--- config.mk ---
export PLATFORM = sky130hd
export DESIGN_NAME = bus_break_unit
export DESIGN_NICKNAME = d
export VERILOG_FILES = /design/src/rtl/brk_pkg.sv /design/src/rtl/brk_regs.sv /design/src/rtl/brk_match.sv /design/src/rtl/brk_pend.sv /design/src/rtl/bus_break_unit.sv
export SDC_FILE = /design/constraint.sdc
export NUM_CORES = 1
export LEC_CHECK = 0
export ABC_AREA = 1
export CORE_UTILIZATION = 41
export DETAILED_ROUTE_END_ITERATION = 8
export GPL_TIMING_DRIVEN = 0
export PLACE_DENSITY_LB_ADDON = 0.15
export SLEW_MARGIN = 20
export SYNTH_ARGS = -nofsm -noshare
export SYNTH_HDL_FRONTEND = slang
export SYNTH_SLANG_ARGS = --single-unit
export TNS_END_PERCENT = 1
--- constraint.sdc ---
create_clock -name clk -period 1.6 [get_ports clk]
set_clock_uncertainty 0.2 [all_clocks]
set_input_delay 0.32 -clock clk [delete_from_list [all_inputs] [get_ports clk]]
set_output_delay 0.32 -clock clk [all_outputs]
set_load 0.005 [all_outputs]
--- src/rtl/brk_pkg.sv ---
package brk_pkg;
   localparam int unsigned NGRP  = 3;
   localparam int unsigned GRP_W = 2;
   localparam int unsigned TYP_W = NGRP * GRP_W;

   typedef enum logic [GRP_W-1:0] {
      SEL_OFF    = 2'b00,
      SEL_FIRST  = 2'b01,
      SEL_SECOND = 2'b10,
      SEL_ANY    = 2'b11
   } sel_e;

   // attribute bit order: 0 initiator, 1 access kind, 2 direction
   typedef logic [NGRP-1:0] attr_t;
endpackage

--- src/rtl/brk_regs.sv ---
module brk_regs #(
   parameter int unsigned AW = 32,
   parameter int unsigned TW = 6
) (
   input  logic          clk,
   input  logic          rst_n,
   input  logic          we_addr,
   input  logic          we_mask,
   input  logic          we_type,
   input  logic [AW-1:0] wdata,
   output logic [AW-1:0] addr_q,
   output logic [AW-1:0] mask_q,
   output logic [TW-1:0] type_q
);
   always_ff @(posedge clk or negedge rst_n) begin
      if (!rst_n) begin
         addr_q <= '0;
         mask_q <= '0;
         type_q <= '0;
      end else begin
         if (we_addr) addr_q <= wdata;
         if (we_mask) mask_q <= wdata;
         if (we_type) type_q <= wdata[TW-1:0];
      end
   end
endmodule

--- src/rtl/brk_match.sv ---
module brk_match
   import brk_pkg::*;
#(
   parameter int unsigned AW = 32
) (
   input  logic             bus_valid,
   input  logic [AW-1:0]    bus_addr,
   input  attr_t            attr,
   input  logic [AW-1:0]    addr_q,
   input  logic [AW-1:0]    mask_q,
   input  logic [TYP_W-1:0] type_q,
   output logic             hit
);
   logic [NGRP-1:0] grp_ok;
   logic            addr_ok;

   assign addr_ok = (((addr_q ^ bus_addr) & ~mask_q) == '0);

   for (genvar g = 0; g < NGRP; g++) begin : g_grp
      sel_e sel;
      assign sel       = sel_e'(type_q[g*GRP_W +: GRP_W]);
      // a zero selector accepts neither option
      assign grp_ok[g] = (sel[0] & ~attr[g]) | (sel[1] & attr[g]);
   end

   assign hit = bus_valid & addr_ok & (&grp_ok);
endmodule

--- src/rtl/brk_pend.sv ---
module brk_pend #(
   parameter int unsigned LW   = 4,
   parameter int unsigned PRIO = 15
) (
   input  logic          clk,
   input  logic          rst_n,
   input  logic          hit,
   input  logic [LW-1:0] imask,
   input  logic          ack,
   output logic          pend_q,
   output logic          req
);
   assign req = pend_q & (imask < LW'(PRIO));

   always_ff @(posedge clk or negedge rst_n) begin
      if (!rst_n) pend_q <= 1'b0;
      else        pend_q <= (pend_q & ~(ack & req)) | hit;
   end
endmodule

--- src/rtl/bus_break_unit.sv ---
module bus_break_unit
   import brk_pkg::*;
#(
   parameter int unsigned AW   = 32,
   parameter int unsigned LW   = 4,
   parameter int unsigned PRIO = 15
) (
   input  logic             clk,
   input  logic             rst_n,
   input  logic             cfg_we_addr,
   input  logic             cfg_we_mask,
   input  logic             cfg_we_type,
   input  logic [AW-1:0]    cfg_wdata,
   output logic [AW-1:0]    cfg_addr_q,
   output logic [AW-1:0]    cfg_mask_q,
   output logic [TYP_W-1:0] cfg_type_q,
   input  logic             bus_valid,
   input  logic [AW-1:0]    bus_addr,
   input  logic             bus_periph,
   input  logic             bus_data,
   input  logic             bus_write,
   input  logic [LW-1:0]    imask,
   output logic             brk_req,
   input  logic             brk_ack
);
   if (AW < TYP_W) begin : g_bad_aw
      $error("bus_break_unit: AW must hold the type field");
   end
   if (PRIO < 1 || PRIO >= (1 << LW)) begin : g_bad_prio
      $error("bus_break_unit: PRIO out of range for LW");
   end

   logic  hit;
   logic  pend_q;
   attr_t attr;

   assign attr = {bus_write, bus_data, bus_periph};

   brk_regs #(.AW(AW), .TW(TYP_W)) u_regs (
      .clk(clk), .rst_n(rst_n),
      .we_addr(cfg_we_addr), .we_mask(cfg_we_mask), .we_type(cfg_we_type),
      .wdata(cfg_wdata),
      .addr_q(cfg_addr_q), .mask_q(cfg_mask_q), .type_q(cfg_type_q)
   );

   brk_match #(.AW(AW)) u_match (
      .bus_valid(bus_valid), .bus_addr(bus_addr), .attr(attr),
      .addr_q(cfg_addr_q), .mask_q(cfg_mask_q), .type_q(cfg_type_q),
      .hit(hit)
   );

   brk_pend #(.LW(LW), .PRIO(PRIO)) u_pend (
      .clk(clk), .rst_n(rst_n), .hit(hit), .imask(imask), .ack(brk_ack),
      .pend_q(pend_q), .req(brk_req)
   );
endmodule

[Yosys cells after proc, flatten, opt, wreduce, memory -nomap -nowiden]
Index checks and enable logic that the tools add are counted.
Cells by class
  $add $sub $neg: 0
  multiply operators: 0
  div/mod/pow operators: 0
  $lt $le $gt $ge: 1
  eq/ne operators: 0
  shifts and indexed selects: 0
  mux-type cells: 0
  bitwise logic cells: 22
  reductions and logical operators: 2
Operator list (number)
  bitwise AND 32 bit: 1
  zero test 32 bit: 1
  inverter 32 bit: 1
  bitwise XOR 32 bit: 1
  bitwise AND 1 bit: 11
  less-than comparator 4 bit, second input constant: 1
  inverter 1 bit: 4
  OR 1 bit: 4
  AND reduction 3 bit: 1
Storage, ports and cells
  register bits after elaboration: 71
  latch bits: 0
  RAM bits: 0
  ROM bits: 0
  logic and storage cells: 29
  memories kept: 0

[Depth between registers and ports, before layout]
  depth after elaboration: 6
  depth in mapped cells: 9
  mapped depth without buffers: 9

[By module]
A second synthesis with hierarchy kept.
Second synthesis, totals
  cell total of the unflattened synthesis: 492
  area, all modules: 3622.2 µm²
By module, submodules not included
  brk_regs: times used 1, cells each 297, area an instance 2792.7 µm², sequential area each 1751.7 µm²
  brk_match: times used 1, cells each 187, area an instance 773.2 µm², sequential area each 0.0 µm²
  brk_pend: times used 1, cells each 8, area an instance 56.3 µm², sequential area each 25.0 µm²

[Worst setup path before layout]
Ideal clock, no wire load.
  path type: register -> register
  start: reg u_regs.type_q[2]
  end: reg u_pend.pend_q
  library setup time: 0.117 ns
  arrival time: 0.873 ns
  data required time: 1.283 ns
  path slack: 0.410 ns
  stages on the path, launching flop included: 8
  path buffers: 0
  clock period less this slack: 1.190 ns
  cells stage by stage: dfrtp_1 > or2_0 > nand3_1 > nor2_1 > nand3_1 > nor2_1 > nand3_1 > nand2_1
Between the ends
  longest elaborated chain between the ends: 5
RTL lines
  start: declaration: line brk_regs.sv:13  | output logic [TW-1:0] type_q
  start signal: assignment: line brk_regs.sv:23  | if (we_type) type_q <= wdata[TW-1:0];
  bitwise AND 1 bit: line brk_match.sv:23  | assign grp_ok[g] = (sel[0] & ~attr[g]) | (sel[1] & attr[g]);
  OR 1 bit: line brk_match.sv:23
  AND reduction 3 bit: line brk_match.sv:26  | assign hit = bus_valid & addr_ok & (&grp_ok);
  bitwise AND 1 bit: line brk_match.sv:26
  OR 1 bit: line brk_pend.sv:17  | else pend_q <= (pend_q & ~(ack & req)) | hit;
  end signal: assignment: line brk_pend.sv:17
  end: declaration: line brk_pend.sv:10  | output logic pend_q,
No other way between the ends.
A chain may end at the register's enable or synchronous reset.

[Final worst setup path]
  start: reg u_regs.addr_q[19]
  end: out cfg_addr_q[19]
RTL lines
  start: declaration: line brk_regs.sv:11  | output logic [AW-1:0] addr_q,
  start signal: assignment: line brk_regs.sv:21  | if (we_addr) addr_q <= wdata;
  end: declaration: line bus_break_unit.sv:14  | output logic [AW-1:0] cfg_addr_q,
No word-level cell between the ends.

==> out/metrics.cfg <==
[global_route]
antenna_found_initial = 0
track_usage_pct = 23.2
gr-total-overflow = 0
grt_max_degree = 49
grt_pass1_wl_mm = 15.3
first_global_vias = 3213

[power]
p_total_mw = 4.46
ir_drop_mv = 0.492
p_per_area_mw_per_mm2 = 870
p_leak_nw = 2.71

[drt]
drt-wirelength-per-cell_microns = 13.6
avgViaCountPerCell = 4.73
via_count = 3310
drt-initial-drc-count = 158
drc = 0
firstDrtPassIters = 4
wl_mm = 9.49
ant_nets = 0

[sta]
rsz0062_at_grt = yes
max_clock_freq_mhz = 640
period_minus_slack_ps = 1560
min_period_over_period_pct = 97.6
tightest_slew_ps = 482
setup-violations-final = 0
hold_violations = 0
max_slew_margin_pct = 67.9
slew_violations = 0

[clock_tree]
cts.clk_slew.worst_paths_ps = 70
clock_latency_ps = 340
cts_buffer_depth = 2
htreeDepth = 3
cts-buffers-inserted = 9
cts_tree = yes
cts_root_buf = clkbuf_8
cts_sinks = 71

[worst_setup_path]
cpPeakStageDelay_ps = 410
r2r_cells = 8
start_kind = register
crit_family = flip-flops
path_max_fanout = 4
r2r_setup_slack_ps = 220
crit_end = cfg_addr_q[19]
path_cells = dlygate4sd2_1
worstSetupPathType = reg2out
cp-end-kind = output pin
critPathLaunch = u_regs.addr_q[19]
crit_cells = 1
cp.required_ps = 1080
crit_path_top_delay_cell = dfrtp_1
reg2reg_from = u_regs.type_q[5]
crit_buf_inv = 1
r2r_end = u_pend.pend_q
arrival_ps = 1040

[placed_design]
place_congestion = 0.860
dp_cells = 684
place_hpwl_mm = 7.12
numPortBuffers = 145

[logic_synthesis]
avgSynthCellArea_sq_um = 7.79
ys_warn_count = 0
synth-seq-area-share_pct = 52.3
synthCells = 436
ys_ff_latch = 71
yosysUniqueCellTypes = 18
synthesis.area_sq_mm = 0.00339
syn-num-nets = 514

[die]
die_w_microns = 93.0
rows = 32
fp.dieH_microns = 93.0
core_area_sq_mm = 0.00785
io_pins = 149
die-area_sq_mm = 0.00865
start_util_pct = 43.3

[layout]
area_delta_synth_final_pct = 51.2
fillers = 726
stdcell_count = 700
drive_gt1_share_pct = 9.20
final_nets = 672
num_antenna_cells = 0

[hold_path]
hold_class = in2reg

[status]
status = completed

[flow_run]
cap_violations = 0

-- routing by layer --
layer	up-vias	GRT usage, %	routed length (microns)
met5	-	0	0
met1	1543	29.6	4030
met2	106	38.5	4620
met4	0	8.46	150
met3	12	5.12	686
li1	1649	-	-
-- placed cells by master (no fill, tap or decap), drive strengths merged, types with 2 or more instances in the layout --
cell type | synthesis | routed
nand2 | 138 | 138
inv | 86 | 86
dfrtp | 71 | 71
clkdlybuf4s50 | 0 | 70
dlygate4sd2 | 0 | 69
o21ai | 61 | 61
nand3 | 28 | 28
nor2 | 18 | 18
buf | 12 | 15
clkbuf | 2 | 13
mux2 | 11 | 11
clkinv | 1 | 4
nand4 | 3 | 3
dlymetal6s2s | 0 | 3
xor2 | 2 | 2
-- logic make-up after synthesis --
logic type | count (synthesis) | synth area share [%]
xor+xnor | 2 | 0.516
simple gates | 188 | 22.1
compound gates | 63 | 9.47
flops | 71 | 52.3
mux | 11 | 3.65
buf+inv | 101 | 11.9
-- state kept, by name (all words and copies together) (netlist names) --
name	flops
u_regs.mask_q	32
u_regs.addr_q	32
u_pend.pend_q	1
u_regs.type_q	6
-- area by class of cell --
| cell class | instances | area, sq um | share of cell area, % |
|---|---|---|---|
| plain buffers | 14 | 77.6 | 1.51 |
| clock buffers | 11 | 151 | 2.95 |
| clock inverters | 4 | 45.0 | 0.878 |
| inverters | 87 | 327 | 6.36 |
| multi-input cells | 264 | 1220 | 23.8 |
| flip-flops and latches | 71 | 1780 | 34.6 |
| well taps | 102 | 128 | 2.49 |
| repair buffers | 147 | 1400 | 27.3 |
-- power by group --
group | switching, mW | internal [mW] | total (mW)
clock | 0.660 | 0.789 | 1.45
combinational | 0.449 | 0.501 | 0.950
sequential | 0.108 | 1.96 | 2.06
total | 1.22 | 3.25 | 4.46
-- metrics by stage --
step                      worst slack [ps]  utilization [%]  setup TNS (ps)  hold slack, ps  cell area (sq um)
after detailed placement              -459             63.7            -694            53.3               5000
after floorplan                        410                -               0            -176               3390
final                                 38.3             65.4               0             107               5130
after global routing                 -12.3             65.4           -12.3             121               5130
after global placement               -2510             63.4         -178960             271               4970
after CTS                             -105             65.3            -105            97.4               5120
-- worst min path at each step --
| stage | start | depth (start not counted) | slack, ps | to |
|---|---|---|---|---|
| finish | cfg_we_type | 2 | 110 | u_regs.type_q[4] |
| global route | cfg_we_type | 2 | 120 | u_regs.type_q[4] |
| CTS | cfg_we_type | 2 | 100 | u_regs.type_q[4] |
| detailed placement | rst_n | 1 | 50 | u_regs.type_q[0] |
| global placement | u_pend.pend_q | 2 | 270 | u_pend.pend_q |
| floorplan | rst_n | 0 | -180 | u_pend.pend_q |
-- cell usage after synthesis --
library cell / count / area [sq um]
inv_2: 12 / 45.0
clkinv_1: 1 / 3.75
a41oi_1: 1 / 8.76
buf_2: 8 / 40.0
dfrtp_1: 71 / 1780
o21ai_1: 31 / 155
nand4_1: 3 / 18.8
clkbuf_1: 2 / 7.51
nand3_1: 28 / 140
or2_0: 1 / 6.26
mux2_2: 11 / 124
buf_4: 4 / 30.0
o21ai_0: 30 / 150
nor2_1: 18 / 67.6
a21boi_1: 1 / 7.51
inv_1: 74 / 278
xor2_1: 2 / 17.5
nand2_1: 138 / 518
-- what timing repair did --
action,in CTS,in global routing
setup endpoints to repair,71,3
buffers inserted,0,0
resized for setup,73,7
hold buffers,1,0
endpoints found under the hold margin,23,0
pin swaps,0,1
No activity file was read; power rests on OpenSTA's default activity.
